--- src/rtl/scl_gen_pkg.sv ---
package scl_gen_pkg;
  typedef enum logic [1:0] {
    PH_IDLE = 2'd0,
    PH_LOW  = 2'd1,
    PH_WAIT = 2'd2,
    PH_HIGH = 2'd3
  } phase_t;

  localparam logic [1:0] SPEED_STD  = 2'd1;
  localparam logic [1:0] SPEED_FAST = 2'd2;
endpackage

--- src/rtl/scl_sync.sv ---
module scl_sync #(
  parameter int STAGES = 2
) (
  input  logic clk,
  input  logic rst,
  input  logic d,
  output logic q
);
  logic [STAGES-1:0] pipe;

  always_ff @(posedge clk) begin
    if (rst) begin
      pipe <= '0;
    end else begin
      pipe[0] <= d;
      for (int i = 1; i < STAGES; i++) pipe[i] <= pipe[i-1];
    end
  end

  assign q = pipe[STAGES-1];
endmodule

--- src/rtl/scl_cfg_latch.sv ---
module scl_cfg_latch
  import scl_gen_pkg::*;
#(
  parameter int CW = 16
) (
  input  logic          clk,
  input  logic          rst,
  input  logic          load,
  input  logic [1:0]    speed_sel,
  input  logic [CW-1:0] std_hcnt,
  input  logic [CW-1:0] std_lcnt,
  input  logic [CW-1:0] fast_hcnt,
  input  logic [CW-1:0] fast_lcnt,
  output logic [CW-1:0] hcnt,
  output logic [CW-1:0] lcnt
);
  logic pick_fast;
  assign pick_fast = (speed_sel == SPEED_FAST);

  // Counts are frozen for the whole run; only an idle generator reloads them.
  always_ff @(posedge clk) begin
    if (rst) begin
      hcnt <= '0;
      lcnt <= '0;
    end else if (load) begin
      hcnt <= pick_fast ? fast_hcnt : std_hcnt;
      lcnt <= pick_fast ? fast_lcnt : std_lcnt;
    end
  end
endmodule

--- src/rtl/scl_phase_ctrl.sv ---
module scl_phase_ctrl
  import scl_gen_pkg::*;
#(
  parameter int CW            = 16,
  parameter int SYNC_STAGES   = 2,
  parameter int HIGH_OVERHEAD = 8
) (
  input  logic          clk,
  input  logic          rst,
  input  logic          enable,
  input  logic          scl_hi,
  input  logic [CW-1:0] hcnt,
  input  logic [CW-1:0] lcnt,
  output logic          cfg_load,
  output logic          scl_oe,
  output logic          fall_tick,
  output logic          rise_tick
);
  // Cycles of the high phase already spent in release, synchronizer and detection.
  localparam int HI_EXTRA = HIGH_OVERHEAD - 2 - SYNC_STAGES;
  localparam int XW       = CW + 1;

  phase_t         phase;
  logic [XW-1:0]  cnt;
  logic [XW-1:0]  lo_term;
  logic [XW-1:0]  hi_term;

  assign lo_term  = {1'b0, lcnt};
  assign hi_term  = {1'b0, hcnt} + XW'(HI_EXTRA);
  assign cfg_load = (phase == PH_IDLE);

  always_ff @(posedge clk) begin
    if (rst) begin
      phase     <= PH_IDLE;
      cnt       <= '0;
      scl_oe    <= 1'b0;
      fall_tick <= 1'b0;
      rise_tick <= 1'b0;
    end else begin
      fall_tick <= 1'b0;
      rise_tick <= 1'b0;
      if (!enable) begin
        phase  <= PH_IDLE;
        cnt    <= '0;
        scl_oe <= 1'b0;
      end else begin
        unique case (phase)
          PH_IDLE: begin
            phase     <= PH_LOW;
            cnt       <= '0;
            scl_oe    <= 1'b1;
            fall_tick <= 1'b1;
          end
          PH_LOW: begin
            if (cnt == lo_term) begin
              phase  <= PH_WAIT;
              cnt    <= '0;
              scl_oe <= 1'b0;
            end else begin
              cnt <= cnt + XW'(1);
            end
          end
          PH_WAIT: begin
            if (scl_hi) begin
              phase     <= PH_HIGH;
              cnt       <= '0;
              rise_tick <= 1'b1;
            end
          end
          PH_HIGH: begin
            if (cnt == hi_term) begin
              phase     <= PH_LOW;
              cnt       <= '0;
              scl_oe    <= 1'b1;
              fall_tick <= 1'b1;
            end else begin
              cnt <= cnt + XW'(1);
            end
          end
          default: phase <= PH_IDLE;
        endcase
      end
    end
  end

  assert_off_releases_R1: assert property (@(posedge clk) disable iff (rst)
    !enable |=> (!scl_oe && !fall_tick && !rise_tick));

  assert_low_within_count_R2: assert property (@(posedge clk) disable iff (rst)
    (phase == PH_LOW) |-> (cnt <= lo_term));

  assert_fall_marks_pull_R6: assert property (@(posedge clk) disable iff (rst)
    fall_tick |-> (scl_oe && !$past(scl_oe)));

  assert_rise_needs_line_R7: assert property (@(posedge clk) disable iff (rst)
    rise_tick |-> (!scl_oe && $past(scl_hi)));

  assert_ticks_apart_R7: assert property (@(posedge clk) disable iff (rst)
    !(fall_tick && rise_tick));
endmodule

--- src/rtl/scl_period_gen.sv ---
module scl_period_gen #(
  parameter int CW            = 16,
  parameter int SYNC_STAGES   = 2,
  parameter int HIGH_OVERHEAD = 8
) (
  input  logic          clk,
  input  logic          rst,
  input  logic          enable,
  input  logic [1:0]    speed_sel,
  input  logic [CW-1:0] std_hcnt,
  input  logic [CW-1:0] std_lcnt,
  input  logic [CW-1:0] fast_hcnt,
  input  logic [CW-1:0] fast_lcnt,
  input  logic          scl_in,
  output logic          scl_oe,
  output logic          fall_tick,
  output logic          rise_tick
);
  logic          scl_hi;
  logic          cfg_load;
  logic [CW-1:0] act_hcnt;
  logic [CW-1:0] act_lcnt;

  scl_sync #(.STAGES(SYNC_STAGES)) u_sync (
    .clk (clk),
    .rst (rst),
    .d   (scl_in),
    .q   (scl_hi)
  );

  scl_cfg_latch #(.CW(CW)) u_cfg (
    .clk       (clk),
    .rst       (rst),
    .load      (cfg_load),
    .speed_sel (speed_sel),
    .std_hcnt  (std_hcnt),
    .std_lcnt  (std_lcnt),
    .fast_hcnt (fast_hcnt),
    .fast_lcnt (fast_lcnt),
    .hcnt      (act_hcnt),
    .lcnt      (act_lcnt)
  );

  scl_phase_ctrl #(
    .CW            (CW),
    .SYNC_STAGES   (SYNC_STAGES),
    .HIGH_OVERHEAD (HIGH_OVERHEAD)
  ) u_phase (
    .clk       (clk),
    .rst       (rst),
    .enable    (enable),
    .scl_hi    (scl_hi),
    .hcnt      (act_hcnt),
    .lcnt      (act_lcnt),
    .cfg_load  (cfg_load),
    .scl_oe    (scl_oe),
    .fall_tick (fall_tick),
    .rise_tick (rise_tick)
  );
endmodule

--- config.mk ---
export PLATFORM = sky130hd
export DESIGN_NAME = scl_period_gen
export DESIGN_NICKNAME = d
export VERILOG_FILES = /design/src/rtl/scl_gen_pkg.sv /design/src/rtl/scl_sync.sv /design/src/rtl/scl_cfg_latch.sv /design/src/rtl/scl_phase_ctrl.sv /design/src/rtl/scl_period_gen.sv
export SDC_FILE = /design/constraint.sdc
export NUM_CORES = 1
export LEC_CHECK = 0
export ABC_AREA = 1
export BUFFER_PORTS_ARGS = -buffer_cell sky130_fd_sc_hd__buf_4
export CAP_MARGIN = 0
export CORE_UTILIZATION = 50
export DETAILED_ROUTE_END_ITERATION = 7
export HOLD_SLACK_MARGIN = 0.1
export PLACE_DENSITY = 0.73
export SKIP_LAST_GASP = 1
export SLEW_MARGIN = 0
export SYNTH_ARGS = -nofsm -noshare
export SYNTH_HDL_FRONTEND = slang
export SYNTH_SLANG_ARGS = --single-unit
--- constraint.sdc ---
create_clock -name clk -period 5.5 [get_ports clk]
set_input_delay 0.825 -clock clk [delete_from_list [all_inputs] [get_ports clk]]
set_output_delay 0.825 -clock clk [all_outputs]
set_load 0.01 [all_outputs]
==> flow_metrics.env <==
export IMPL_status="finished, final reports clean"
export IMPL_fin_crit_ns=2.68
export IMPL_root_buffer="clkbuf_8"
export IMPL_synth_area_um2=3700
export IMPL_synth_xor_area_share_pct=6.09
export IMPL_relSlewSlack_pct=40.1
export IMPL_grt_pass1_wl_um=15300
export IMPL_drive_above_1_share_pct=15.4
export IMPL_wl_per_cell_um=12.0
export IMPL_endpoint_kind="flop"
export IMPL_hold_buffers=0
export IMPL_fin_area_um2=4390
export IMPL_finalPower_uw=997
export IMPL_synth_top_family_by_area="simple AND/OR/NAND/NOR gates"
export IMPL_setup_violations_final=0
export IMPL_core_um2=6980
export IMPL_rows=30
export IMPL_maxSlewViolCount=0
export IMPL_finalHoldViolCount=0
export IMPL_fin_crit_sh_pct=48.8
export IMPL_ctsResizeCount=0
export IMPL_maxUsedRoutingLayer="met4"
export IMPL_setup_tns_ns=0
export IMPL_antenna_cells=0
export IMPL_place_gp_congestion=0.883
export IMPL_m1WireLength_um=4100
export IMPL_routed_wl_um=8870
export IMPL_netlist_instances=583
export IMPL_maxCapViolCount=0
export IMPL_start_util_pct=53.0
export IMPL_firstDrtPassIters=5
export IMPL_io_pins=73
export IMPL_routed_wl_met3_um=370
export IMPL_clock_latency_ns=0.31
export IMPL_die_area_um2=7750
export IMPL_postRouteAntennaNets=0
export IMPL_dp_hpwl_um=6830
export IMPL_grt_ovfl_total=0
export IMPL_synth_warnings=0
export IMPL_yosys_area_top_type="dfxtp_1"
export IMPL_die_width_um=88.0
export IMPL_rsz0062_at_grt="no"
export IMPL_io_buffers=72
export IMPL_crit_fanout=33
export IMPL_criticalPathCategory="in2reg"
export IMPL_htreeDepth=2
export IMPL_leakage_nw=2.19
export IMPL_vias_per_cell=5.08
export IMPL_antenna_found_initial=0
export IMPL_syn_avg_cell_area_um2=6.35
export IMPL_vdd_drop_max_mv=0.103
export IMPL_dieHeight_um=88.0
export IMPL_grt_pass1_vias=3403
export IMPL_ys_types=36
export IMPL_min_path_type="reg2reg"
export IMPL_drt_iter0_markers=194
export IMPL_syn_nets=660
export IMPL_place_area_um2=4280
export IMPL_fillers=711
export IMPL_drc=0
export IMPL_cts_setup_buffers=0
export IMPL_ys_top_cells_by_area="dfxtp_1, nand2_1, inv_1"
export IMPL_yosysSeqAreaShare_pct=30.3
export IMPL_nets=717
export IMPL_vias=3741
export IMPL_cp_arrival_ns=2.90
export IMPL_critical_path_required_ns=5.71
export IMPL_cts_sinks=56
export IMPL_p_per_area_nw_per_um2=227
export IMPL_clk_pin_slew_ns=0.10
export IMPL_synthAdderAreaFrac_pct=2.37
export IMPL_fmax_ghz=0.372
export IMPL_wl_met2_um=4360
export IMPL_fin_worst_skew_ns=0.00767
export IMPL_tightest_slew_ns=0.893
export IMPL_area_growth_pct=18.6
export IMPL_cts_tree="done"
export IMPL_grt_max_degree=67
export IMPL_yosysTopAreaCellShare_pct=30.3
export IMPL_synth_simple_gate_area_share_pct=36.6
export IMPL_synth_ff_latch_count=56
export IMPL_grt_usage_pct=24.8
export IMPL_worst_setup_path_start_kind="input pin"
export IMPL_synth_mux_area_share_pct=0
export IMPL_clk_path_buf_depth=2
export IMPL_synth_compound_area_share_pct=11.9
export IMPL_placedCellCount=729
export IMPL_numCtsBuffers=5
export IMPL_final_cells=737
==> metal layers <==
layer | track usage [%] | vias up
met4 | 4.69 | 0
met3 | 3.77 | 4
met2 | 44.3 | 93
met1 | 31.7 | 1680
met5 | 0 | -
li1 | - | 1964
==> state kept, by name, summed over array words and instances (netlist names) <==
register           count
u_phase.rise_tick      1
u_phase.fall_tick      1
u_cfg.hcnt            16
u_sync.pipe            2
u_cfg.lcnt            16
u_phase.phase          2
u_phase.cnt           17
u_phase.scl_oe         1
==> final timing paths <==
check,startpoint,endpoint,slack (ns),depth (start not counted)
setup reg to reg,u_cfg.hcnt[2]$_SDFFE_PP0P_,u_phase.scl_oe$_SDFFE_PP0P_,3.22,12
setup / recovery,rst,u_phase.fall_tick$_SDFF_PP0_,2.82,6
hold / removal,u_sync.pipe[0]$_SDFF_PP0_,u_sync.pipe[1]$_SDFF_PP0_,0.41,2
hold reg to reg,u_sync.pipe[0]$_SDFF_PP0_,u_sync.pipe[1]$_SDFF_PP0_,0.41,2
==> worst max-delay path: stages <==
cell      delay [ns]
buf_4           0.09
clkinv_1        0.68
nand2_1         0.86
inv_1           0.22
o21ai_0         0.14
nor2_1          0.06
==> through the flow <==
stage               util [%]  hold slack [ns]  setup WS (ns)
CTS                     62.8            0.414           2.82
global route            62.8            0.448           2.60
global placement        61.3            0.391           2.60
floorplan                  -            0.388           3.66
detailed placement      61.3            0.399           2.49
finish                  62.8            0.410           2.82
==> cell usage after synthesis <==
library cell    n
nand2_1       173
inv_1          94
nand3_1        69
dfxtp_1        56
nor2_1         33
o211ai_1       32
a21oi_1        20
clkbuf_1       17
xor2_1         12
o21ai_0        11
xnor2_1        11
ha_1            7
nand4_1         7
nor3_1          5
nand3b_1        4
buf_1           3
nand3_2         3
nor2_4          3
buf_2           2
nand2_2         2
nand2_4         2
nor2_2          2
nor4_1          2
a211oi_1        1
a21boi_1        1
a31oi_1         1
buf_4           1
buf_6           1
clkbuf_2        1
clkbuf_4        1
clkinv_1        1
nand4_2         1
o2111ai_1       1
o21bai_1        1
o22ai_1         1
xnor3_2         1
==> layout by cell type (no fill, tap or decap), drive strengths merged, types with 8 or more instances in the layout <==
cell type / Yosys / layout
buf: 7 / 76
a21oi: 20 / 20
nor2: 38 / 38
o211ai: 32 / 32
nand3: 72 / 72
xor2: 12 / 12
nand2: 177 / 177
xnor2: 11 / 11
dfxtp: 56 / 56
inv: 94 / 94
o21ai: 11 / 11
nand4: 8 / 8
==> final cells by class <==
type / count / area (um^2) / area share (%)
clock buffers: 6 / 72.6 / 1.65
clock inverters: 2 / 35.0 / 0.799
multi-input cells: 406 / 2110 / 48.1
flip-flops and latches: 56 / 1120 / 25.6
inverters: 95 / 357 / 8.13
well taps: 96 / 120 / 2.74
repair buffers: 76 / 571 / 13.0
==> power breakdown <==
group / leakage, nW / total [mW] / switching, mW / internal, mW
Clock: 0.0552 / 0.270 / 0.135 / 0.135
Sequential: 0.461 / 0.478 / 0.0367 / 0.441
Combinational: 1.68 / 0.248 / 0.136 / 0.112
==> cell families (layout without fill, tap and decap cells) <==
kind of cell | Yosys count | after routing
and+or+nand+nor | 306 | 306
buffers and inverters | 121 | 179
AOI/OAI and AO/OA | 69 | 69
DFF | 56 | 56
xor gates and xnor gates | 24 | 24
adders and majority gates | 7 | 7
Note: power is estimated with default switching activity, not from simulation.
